**config.mk**
```make
export PLATFORM = sky130hd
export DESIGN_NAME = chanCsr
export DESIGN_NICKNAME = d
export VERILOG_FILES = /design/src/rtl/chanCsrPkg.sv /design/src/rtl/chanCsrCtrl.sv /design/src/rtl/chanCsrData.sv /design/src/rtl/chanCsr.sv
export SDC_FILE = /design/constraint.sdc
export NUM_CORES = 1
export LEC_CHECK = 0
export BUFFER_PORTS_ARGS = -buffer_cell sky130_fd_sc_hd__buf_4
export CORE_MARGIN = 2
export CORE_UTILIZATION = 50
export CTS_CLUSTER_SIZE = 10
export DETAILED_ROUTE_END_ITERATION = 6
export PLACE_DENSITY = 0.92
export SYNTH_ARGS = -nofsm -noshare
export SYNTH_HDL_FRONTEND = slang
export SYNTH_SLANG_ARGS = --single-unit
export TNS_END_PERCENT = 1
```
**constraint.sdc**
```tcl
create_clock -name clk -period 6.1 [get_ports clk]
set_clock_uncertainty 0.1 [all_clocks]
set_input_delay 0.915 -clock clk [delete_from_list [all_inputs] [get_ports clk]]
set_output_delay 0.915 -clock clk [all_outputs]
set_load 0.03 [all_outputs]
```
**src/rtl/chanCsrPkg.sv**
```systemverilog
package chanCsrPkg;
  localparam int BIT_RUN    = 15;
  localparam int BIT_PAUSE  = 14;
  localparam int BIT_FLUSH  = 13;
  localparam int BIT_WAKE   = 12;
  localparam int BIT_DEAD   = 11;
  localparam int BIT_ACTIVE = 10;
  localparam int BIT_BT     = 8;

  localparam int OFS_CTRL   = 'h00;
  localparam int OFS_STATUS = 'h04;
  localparam int OFS_CMDPTR = 'h0C;
  localparam int OFS_INTR   = 'h10;
  localparam int OFS_BRANCH = 'h14;
  localparam int OFS_WAIT   = 'h18;

  localparam int HW_ACTIVE = 0;
  localparam int HW_FLUSH  = 1;
  localparam int HW_WAKE   = 2;
  localparam int HW_BT     = 3;
  localparam int HW_DEAD   = 4;
  localparam int HW_N      = 5;

  localparam int SEL_N = 3;

  typedef enum logic [2:0] {
    RS_STATUS, RS_CMDPTR, RS_INTR, RS_BRANCH, RS_WAIT, RS_ZERO
  } rdSel_e;

  typedef struct packed {
    logic commit;
    logic run;
    logic pause;
    logic wake;
    logic active;
    logic clrDead;
    logic flushDone;
  } swCommit_t;

  typedef struct packed {
    swCommit_t        cmt;
    logic             setFlush;
    logic             wrDev;
    logic             wrCmdPtr;
    logic [SEL_N-1:0] wrSel;
    logic             rdEn;
    rdSel_e           rdSel;
  } ctrlStrb_t;

  function automatic int hwBitPos(input int idx);
    case (idx)
      HW_ACTIVE: return BIT_ACTIVE;
      HW_FLUSH:  return BIT_FLUSH;
      HW_WAKE:   return BIT_WAKE;
      HW_BT:     return BIT_BT;
      default:   return BIT_DEAD;
    endcase
  endfunction

  function automatic logic [31:0] applyCommit(input logic [31:0] s, input swCommit_t c);
    logic [31:0] r;
    r = s;
    r[BIT_RUN]    = c.run;
    r[BIT_PAUSE]  = c.pause;
    r[BIT_WAKE]   = c.wake;
    r[BIT_ACTIVE] = c.active;
    if (c.clrDead)   r[BIT_DEAD]  = 1'b0;
    if (c.flushDone) r[BIT_FLUSH] = 1'b0;
    return r;
  endfunction
endpackage

```
**src/rtl/chanCsrCtrl.sv**
```systemverilog
module chanCsrCtrl
  import chanCsrPkg::*;
#(
  parameter int ADDR_W = 8
) (
  input  logic              clk,
  input  logic              rstN,
  input  logic              regWr,
  input  logic              regRd,
  input  logic [ADDR_W-1:0] regAddr,
  input  logic [3:0]        regByteEn,
  input  logic [31:0]       regWrData,
  input  logic [31:0]       statusQ,
  output ctrlStrb_t         strb,
  output logic              flushReq,
  output logic              regErr
);
  logic        pendValidQ;
  swCommit_t   pendQ;
  logic        pendReqQ;
  logic        errQ;
  logic [31:0] view;
  logic        legal, wrOk, rdOk, ctrlWr;
  logic        hitCtrl, hitStatus, hitCmd, hitIntr, hitBr, hitWait;
  logic [15:0] wMask, wVal;
  logic        nRun, nPause, nWake, nActive, flushBit, stopping, wakeWr;
  swCommit_t   nextPend;

  always_comb begin
    view = pendValidQ ? applyCommit(statusQ, pendQ) : statusQ;
  end

  assign legal     = (regByteEn == 4'hF) && (regAddr[1:0] == 2'b00);
  assign wrOk      = regWr && legal;
  assign rdOk      = regRd && legal;
  assign hitCtrl   = regAddr == ADDR_W'(OFS_CTRL);
  assign hitStatus = regAddr == ADDR_W'(OFS_STATUS);
  assign hitCmd    = regAddr == ADDR_W'(OFS_CMDPTR);
  assign hitIntr   = regAddr == ADDR_W'(OFS_INTR);
  assign hitBr     = regAddr == ADDR_W'(OFS_BRANCH);
  assign hitWait   = regAddr == ADDR_W'(OFS_WAIT);
  assign ctrlWr    = wrOk && hitCtrl;

  assign wMask = regWrData[31:16];
  assign wVal  = regWrData[15:0];

  // Evaluate a masked control write against the up-to-date status view
  always_comb begin
    nRun     = wMask[BIT_RUN] ? wVal[BIT_RUN] : view[BIT_RUN];
    wakeWr   = wMask[BIT_WAKE] && wVal[BIT_WAKE];
    nWake    = view[BIT_WAKE] || (wakeWr && nRun);
    nPause   = wMask[BIT_PAUSE] ? wVal[BIT_PAUSE] : view[BIT_PAUSE];
    flushBit = wMask[BIT_FLUSH] && wVal[BIT_FLUSH];
    stopping = nPause || !nRun;
    if (stopping)
      nActive = 1'b0;
    else if (wMask[BIT_RUN] || wMask[BIT_PAUSE] || wakeWr)
      nActive = 1'b1;
    else
      nActive = view[BIT_ACTIVE];
    nextPend.commit    = 1'b1;
    nextPend.run       = nRun;
    nextPend.pause     = nPause;
    nextPend.wake      = nWake;
    nextPend.active    = nActive;
    nextPend.clrDead   = wMask[BIT_RUN] && !wVal[BIT_RUN];
    nextPend.flushDone = flushBit;
  end

  always_comb begin
    strb            = '0;
    strb.cmt        = pendQ;
    strb.cmt.commit = pendValidQ;
    strb.setFlush   = ctrlWr && flushBit;
    strb.wrDev      = wrOk && hitStatus;
    strb.wrCmdPtr   = wrOk && hitCmd && !view[BIT_ACTIVE];
    strb.wrSel      = {SEL_N{wrOk}} & {hitWait, hitBr, hitIntr};
    strb.rdEn       = rdOk;
    if (hitCtrl || hitStatus) strb.rdSel = RS_STATUS;
    else if (hitCmd)          strb.rdSel = RS_CMDPTR;
    else if (hitIntr)         strb.rdSel = RS_INTR;
    else if (hitBr)           strb.rdSel = RS_BRANCH;
    else if (hitWait)         strb.rdSel = RS_WAIT;
    else                      strb.rdSel = RS_ZERO;
  end

  always_ff @(posedge clk) begin
    if (!rstN) begin
      pendValidQ <= 1'b0;
      pendQ      <= '0;
      pendReqQ   <= 1'b0;
      errQ       <= 1'b0;
    end else begin
      pendValidQ <= ctrlWr;
      if (ctrlWr) pendQ <= nextPend;
      pendReqQ   <= ctrlWr && (flushBit || stopping);
      errQ       <= (regWr || regRd) && !legal;
    end
  end

  assign flushReq = pendValidQ && pendReqQ;
  assign regErr   = errQ;

  AST_FLUSH_FROM_WRITE: assert property (@(posedge clk) disable iff (!rstN)
    flushReq |-> $past(regWr && legal && hitCtrl));
  AST_ERR_NO_COMMIT: assert property (@(posedge clk) disable iff (!rstN)
    regErr |-> !pendValidQ);
  AST_ONE_TARGET: assert property (@(posedge clk) disable iff (!rstN)
    $onehot0({ctrlWr, strb.wrDev, strb.wrCmdPtr, strb.wrSel}));
endmodule

```
**src/rtl/chanCsrData.sv**
```systemverilog
module chanCsrData
  import chanCsrPkg::*;
#(
  parameter int SEL_W          = 4,
  parameter int CMD_ALIGN_BITS = 4
) (
  input  logic            clk,
  input  logic            rstN,
  input  ctrlStrb_t       strb,
  input  logic [31:0]     regWrData,
  input  logic [HW_N-1:0] hwSet,
  input  logic [HW_N-1:0] hwClr,
  output logic [31:0]     statusQ,
  output logic [31:0]     cmdPtrQ,
  output logic            cmdPtrLoad,
  output logic [31:0]     regRdData,
  output logic [31:0]     intrSel,
  output logic [31:0]     branchSel,
  output logic [31:0]     waitSel
);
  localparam logic [31:0] FIELD_ONES = (32'd1 << SEL_W) - 32'd1;
  localparam logic [31:0] SEL_KEEP   = FIELD_ONES | (FIELD_ONES << 16);
  localparam logic [31:0] PTR_KEEP   = ~((32'd1 << CMD_ALIGN_BITS) - 32'd1);

  logic [31:0] statusNext;
  logic [31:0] selQ [SEL_N];
  logic        loadQ;
  logic [31:0] rdQ;
  logic [31:0] rdMux;

  always_comb begin
    statusNext = statusQ;
    if (strb.cmt.commit) statusNext = applyCommit(statusNext, strb.cmt);
    if (strb.setFlush)   statusNext[BIT_FLUSH] = 1'b1;
    if (strb.wrDev)      statusNext[3:0] = regWrData[3:0];
    for (int i = 0; i < HW_N; i++) begin
      if (hwSet[i]) statusNext[hwBitPos(i)] = 1'b1;
      if (hwClr[i]) statusNext[hwBitPos(i)] = 1'b0;
    end
  end

  always_ff @(posedge clk) begin
    if (!rstN) begin
      statusQ <= '0;
      cmdPtrQ <= '0;
      loadQ   <= 1'b0;
    end else begin
      statusQ <= statusNext;
      if (strb.wrCmdPtr) cmdPtrQ <= regWrData & PTR_KEEP;
      loadQ   <= strb.wrCmdPtr;
    end
  end

  for (genvar g = 0; g < SEL_N; g++) begin : gSel
    always_ff @(posedge clk) begin
      if (!rstN)             selQ[g] <= '0;
      else if (strb.wrSel[g]) selQ[g] <= regWrData & SEL_KEEP;
    end
  end

  always_comb begin
    case (strb.rdSel)
      RS_STATUS: rdMux = statusQ;
      RS_CMDPTR: rdMux = cmdPtrQ;
      RS_INTR:   rdMux = selQ[0];
      RS_BRANCH: rdMux = selQ[1];
      RS_WAIT:   rdMux = selQ[2];
      default:   rdMux = '0;
    endcase
  end

  always_ff @(posedge clk) begin
    if (!rstN)          rdQ <= '0;
    else if (strb.rdEn) rdQ <= rdMux;
  end

  assign regRdData  = rdQ;
  assign cmdPtrLoad = loadQ;
  assign intrSel    = selQ[0];
  assign branchSel  = selQ[1];
  assign waitSel    = selQ[2];

  AST_RUN_ONLY_BY_SW: assert property (@(posedge clk) disable iff (!rstN)
    $rose(statusQ[BIT_RUN]) |-> $past(strb.cmt.commit));
  AST_DEAD_CLEARED_ON_STOP: assert property (@(posedge clk) disable iff (!rstN)
    $past(strb.cmt.commit && strb.cmt.clrDead && !hwSet[HW_DEAD]) |-> !statusQ[BIT_DEAD]);
  AST_PAUSE_DROPS_ACTIVE: assert property (@(posedge clk) disable iff (!rstN)
    $past(strb.cmt.commit && (strb.cmt.pause || !strb.cmt.run) && !hwSet[HW_ACTIVE])
      |-> !statusQ[BIT_ACTIVE]);
  AST_PTR_STABLE: assert property (@(posedge clk) disable iff (!rstN)
    !$past(strb.wrCmdPtr) |-> $stable(cmdPtrQ));
endmodule

```
**src/rtl/chanCsr.sv**
```systemverilog
module chanCsr
  import chanCsrPkg::*;
#(
  parameter int ADDR_W         = 8,
  parameter int SEL_W          = 4,
  parameter int CMD_ALIGN_BITS = 4
) (
  input  logic              clk,
  input  logic              rstN,
  input  logic              regWr,
  input  logic              regRd,
  input  logic [ADDR_W-1:0] regAddr,
  input  logic [3:0]        regByteEn,
  input  logic [31:0]       regWrData,
  output logic [31:0]       regRdData,
  output logic              regErr,
  input  logic [4:0]        hwSet,
  input  logic [4:0]        hwClr,
  output logic              chanActive,
  output logic              flushReq,
  output logic              cmdPtrLoad,
  output logic [31:0]       cmdPtr,
  output logic [31:0]       statusOut,
  output logic [31:0]       intrSel,
  output logic [31:0]       branchSel,
  output logic [31:0]       waitSel
);
  ctrlStrb_t   strb;
  logic [31:0] statusQ;

  chanCsrCtrl #(.ADDR_W(ADDR_W)) u_ctrl (
    .clk(clk), .rstN(rstN), .regWr(regWr), .regRd(regRd), .regAddr(regAddr),
    .regByteEn(regByteEn), .regWrData(regWrData), .statusQ(statusQ),
    .strb(strb), .flushReq(flushReq), .regErr(regErr)
  );

  chanCsrData #(.SEL_W(SEL_W), .CMD_ALIGN_BITS(CMD_ALIGN_BITS)) u_data (
    .clk(clk), .rstN(rstN), .strb(strb), .regWrData(regWrData),
    .hwSet(hwSet), .hwClr(hwClr), .statusQ(statusQ), .cmdPtrQ(cmdPtr),
    .cmdPtrLoad(cmdPtrLoad), .regRdData(regRdData), .intrSel(intrSel),
    .branchSel(branchSel), .waitSel(waitSel)
  );

  assign statusOut  = statusQ;
  assign chanActive = statusQ[BIT_ACTIVE];
endmodule

```
==> Word-level counts from Yosys, hierarchy flattened <==
Memories as Yosys holds them, arrays and structs flattened.
Index checks and enable logic that the tools add are counted.
{ "totals": {"word_cells": 170, "inputBits": 58, "regBits": 102, "ramBits": 24, "n_memories": 1, "output_inout_bits": 196} }
{ "op_classes": {"magnitude_cmp": 20, "reduce_logical": 39, "eq_ne": 10, "mux": 68, "n_bitwise": 19} }
{ "mem_list": {"columns": ["name", "depth", "word_bits", "rd", "rd_ports_with_merged_regs", "wr", "line_no", "text"], "rows": [
  ["u_data.selQ", 3, 8, 3, 0, 3, "chanCsrData.sv:26", "logic [31:0] selQ [SEL_N];"]
]} }
{ "ops": {"columns": ["cell", "n"], "rows": [
  ["32-bit two-way mux", 20],
  ["32-bit by 1-bit greater-or-equal comparator with 1-bit output, second input constant", 10],
  ["32-bit by 7-bit < comparator with 1-bit output, second input constant", 10],
  ["32-bit bitwise AND", 5],
  ["32-bit inverter", 5],
  ["32-bit bitwise OR", 5],
  ["32-bit case mux with 5 select lines", 1],
  ["1-bit demux with 5-bit select", 10],
  ["1-bit two-way mux", 28],
  ["1-bit logical AND", 25],
  ["8-bit by 5-bit equality test with 1-bit output, second input constant", 3],
  ["8-bit two-way mux", 3],
  ["16-bit two-way mux", 1],
  ["3-bit two-way mux", 4],
  ["8-bit by 3-bit equality test with 1-bit output, second input constant", 1],
  ["8-bit by 4-bit equality test with 1-bit output, second input constant", 1],
  ["8-bit zero test", 1],
  ["1-bit logical OR", 7],
  ["3-bit by 2-bit equality test with 1-bit output, second input constant", 2],
  ["4-bit equality test, second input constant", 1],
  ["1-bit zero test", 4],
  ["4-bit two-way mux", 1],
  ["3-bit bitwise AND", 1],
  ["3-bit by 1-bit equality test with 1-bit output, second input constant", 1],
  ["4 further kinds", 6]
]} }

==> Logic depth before layout (Yosys ltp) <==
{ "logic_depth": {"ltp_word": 26, "depth_mapped": 7, "ltp_nobuf": 4} }

==> Hierarchy <==
A second synthesis with hierarchy kept.
{ "hier_totals": {"cells_unflattened": 542, "hier_area_um2": 5377.7} }
{ "modules_own_cells": {"columns": ["mod", "seq_area_each_um2", "instances", "cells_each", "area_each_um2"], "rows": [
  ["chanCsrData", 2162.1, 1, 464, 4768.3],
  ["chanCsrCtrl", 180.2, 1, 77, 601.8],
  ["chanCsr", 0.0, 1, 1, 7.5]
]} }

==> Worst setup path after synthesis <==
No wires, ideal clock.
{ "synth_path": {"path_kind": "input -> register", "start": "in regAddr[7]", "end": "mem u_data.selQ[0][0] in the netlist's numbering, enable pin", "setup_ns": 0.387, "cell_stages": 3, "path_slack_ns": 3.460, "t_arrival_ns": 2.153, "cell_sequence": "nor4b_4 > nand3_1 > o31ai_1"} }
{ "synth_lines": {"columns": ["element", "line_no", "text"], "rows": [
  ["from (decl)", "chanCsr.sv:12", "input logic [ADDR_W-1:0] regAddr,"],
  ["to (decl)", "chanCsrData.sv:26", null]
]} }

==> run summary <==
status - finished, violations left
failing checks - DRC
Worst R2R Start - u_ctrl.pendValidQ
pre-CTS setup slack - 2.99 ns
Clock transition at path regs - 0.10 ns
synth-to-layout area growth - 19.4%
1st-iter DRT viols - 306
Yosys cell types - 47
initial antenna violation count - 0
Die Width - 104 um
PD cells - 230 nW/um^2
Setup WS post-layout - 3.33 ns
DRC violations left - 1
VDD IR max - 118 uV
via/cell ratio - 5.38
max incr delay on CP - 1.02 ns
Post-Syn Instances - 512
TritonCTS clock tree - done
reg2reg path depth - 4
WS Path Type - input pin to flop
Initial Util - 0.515
vias in the first global route - 3862
Hold-fix buffers, CTS - 0
Root Driver - clkbuf_8
worst-path fanout max - 8
final setup TNS - 0 ns
CP delay by family, top - compound AO/OA/AOI/OAI gates
critical path required time - 5.98 ns
first-pass GRT wire length - 20.0 mm
Fin. Hold Viols - 0
Final period util - 0.454
synthesis-stage register bit count - 105
Async SR Flop Fraction - 0
Data arrival, critical path - 2.65 ns
Layout Utilization - 0.615
Post-DRT Antenna Nets - 0
Nets - 700
largest net degree at the start of global routing - 46
Reg2Reg Capture Point - u_data.cmdPtrQ[26]
Hold WC Path Type - flop to flop
highest clock rate - 361 MHz
IO Port Bufs - 156
WL final - 13.3 mm
clock sink count - 105
LEAKAGE - 2.60 nW
# setup viols final - 0
Avg WL per Cell - 17.1 um
Buf+Inv Stages, Crit Path - 1
r2r setup slk - 3.68 ns
clk_lat worst skew - 0.36 ns
CORE AREA - 9770 sq um
GP Congestion - 0.917
Congestion Overflow GR - 0
# rows - 36
end of the worst hold path - u_data.regRdData[11]
Die H - 104 um
worst slew pin tran - 1.21 ns
ANT cells - 0
worst hold start - u_data.regRdData[11]
Post-DP HPWL - 9.81 mm
Crit. End Element - flop
IO Count - 254
DIE AREA - 10900 sq um
post_cts resized - 0
number of synthesized flops with an enable pin - 24
worst rel slew slack - 0.188
Seq/Total Area, Yosys - 0.466
TritonCTS Buffers - 9
startpoint types - input pin
Setup Buffers After CTS - 0
clk buf depth - 2
cell depth of the worst min-delay path - 1
ys flop type - dfxtp_1
H-tree depth - 3
Initial DRT Pass Iterations - 7
CP max-delay cell - o31ai_1
Vias - 4198
Synth Area per Inst - 9.83 sq um
maxcap violations - 0
share of post-route cells with drive strength above 1 - 0.289
min Tclk post-route - 2.77 ns
Post-Syn Area - 5030 sq um
CP Cell Sequence - buf_4 -> nor4b_4 -> nand3_1 -> o31ai_1
RSZ-0062 raised after global routing - no
Final Max Slew Viols - 0
number of synthesis warnings - 0
GRT Total Usage - 0.229
-- logic make-up (layout without fill, tap and decap cells) --
| kind of cell | after synthesis | in the layout | synth area share |
|---|---|---|---|
| buffers and inverters | 136 | 175 | 0.188 |
| DFF | 105 | 105 | 0.466 |
| other | 1 | 97 | 0.000745 |
| AOI/OAI and AO/OA | 125 | 125 | 0.161 |
| and+or+nand+nor | 124 | 124 | 0.140 |
| xor gates and xnor gates | 1 | 1 | 0.00174 |
| muxes | 20 | 20 | 0.0423 |
-- area by class of cell --
class | count | area (sq um)
clock buffers | 9 | 124
clock inverters | 7 | 82.6
multi-input cells | 367 | 2110
inverters | 2 | 7.51
well taps | 133 | 166
flip-flops and latches | 105 | 2340
fillers | 808 | 3770
repair buffers | 157 | 1180
-- cell usage in the layout (no fill, tap or decap), types with 2 or more instances in the layout --
master / n
o21ai_0: 22
and4_1: 2
a31oi_1: 7
a222oi_1: 4
a22o_1: 17
a21oi_1: 37
nand2_1: 8
nand2b_1: 2
nand4_1: 3
nor2_1: 20
buf_4: 157
nor2b_1: 11
clkbuf_8: 9
o21ai_1: 9
and2_1: 30
a211oi_1: 7
inv_6: 3
edfxtp_1: 24
mux2_2: 6
dfxtp_1: 81
nor3_1: 8
o2bb2ai_1: 15
nand3_1: 31
mux2i_1: 13
conb_1: 97
-- stage by stage --
| stage | hold WS [ns] | power, W | instance area (sq um) | std cells |
|---|---|---|---|---|
| floorplan | 0.350 | 0.000932 | 5390 | 608 |
| global route | 0.391 | 0.00142 | 6010 | 780 |
| global placement | 0.351 | 0.000942 | 5800 | 764 |
| CTS | 0.379 | 0.00138 | 6010 | 780 |
| detailed placement | 0.355 | 0.000945 | 5800 | 764 |
| finish | 0.378 | 0.00138 | 6010 | 780 |
-- power breakdown --
part | switching [W] | internal [W] | total (W)
logic | 0.000154 | 0.0000512 | 0.000205
clock network | 0.000251 | 0.000198 | 0.000449
registers | 0.00000818 | 0.000720 | 0.000728
-- cell usage after synthesis, types with 2 or more instances --
cell       count  area [sq um]
a211oi_1       7          52.6
a21oi_1       38           190
a222oi_1       4          40.0
a22o_1        17           149
a31oi_1        7          43.8
and2_1        30           188
and4_1         2          17.5
buf_2         13          65.1
buf_4        105           788
buf_6          2          22.5
clkbuf_1      12          45.0
dfxtp_1       81          1620
edfxtp_1      24           721
mux2_2         6          67.6
mux2i_1       13           130
nand2_1        8          30.0
nand2b_1       2          12.5
nand3_1       31           155
nand4_1        3          18.8
nor2_1        20          75.1
nor2b_1       11          68.8
nor3_1         8          40.0
o21ai_0       22           110
o21ai_1        9          45.0
o2bb2ai_1     15           131
-- metal layers --
layer	track usage	vias to the layer above	wire [um]
met5	0	-	0
met4	0.121	0	496
met3	0.0495	42	1320
met2	0.390	310	6480
met1	0.269	1966	5010
li1	-	1880	-
-- worst max path at each step --
| stage | startpoint | endpoint | slack (ns) | depth (start not counted) |
|---|---|---|---|---|
| floorplan | regAddr[7] | u_data.selQ[0][0] | 3.46 | 3 |
| global placement | regAddr[7] | u_data.selQ[0][1] | 3.12 | 4 |
| CTS | regAddr[7] | u_data.selQ[0][1] | 3.37 | 4 |
| finish | regAddr[7] | u_data.selQ[0][1] | 3.33 | 4 |
| detailed placement | regAddr[7] | u_data.selQ[0][1] | 2.99 | 4 |
| global route | regAddr[1] | u_data.cmdPtrQ[26] | 3.11 | 5 |
-- state kept, by name (all words and copies together), names as in the netlist --
signal / count
u_data.selQ: 24
u_data.statusQ: 11
u_ctrl.regErr: 1
u_data.cmdPtrLoad: 1
u_ctrl.pendValidQ: 1
u_data.cmdPtrQ: 28
u_data.regRdData: 32
u_ctrl.pendReqQ: 1
u_ctrl.strb: 6
Power figures use the tool's default switching activity.
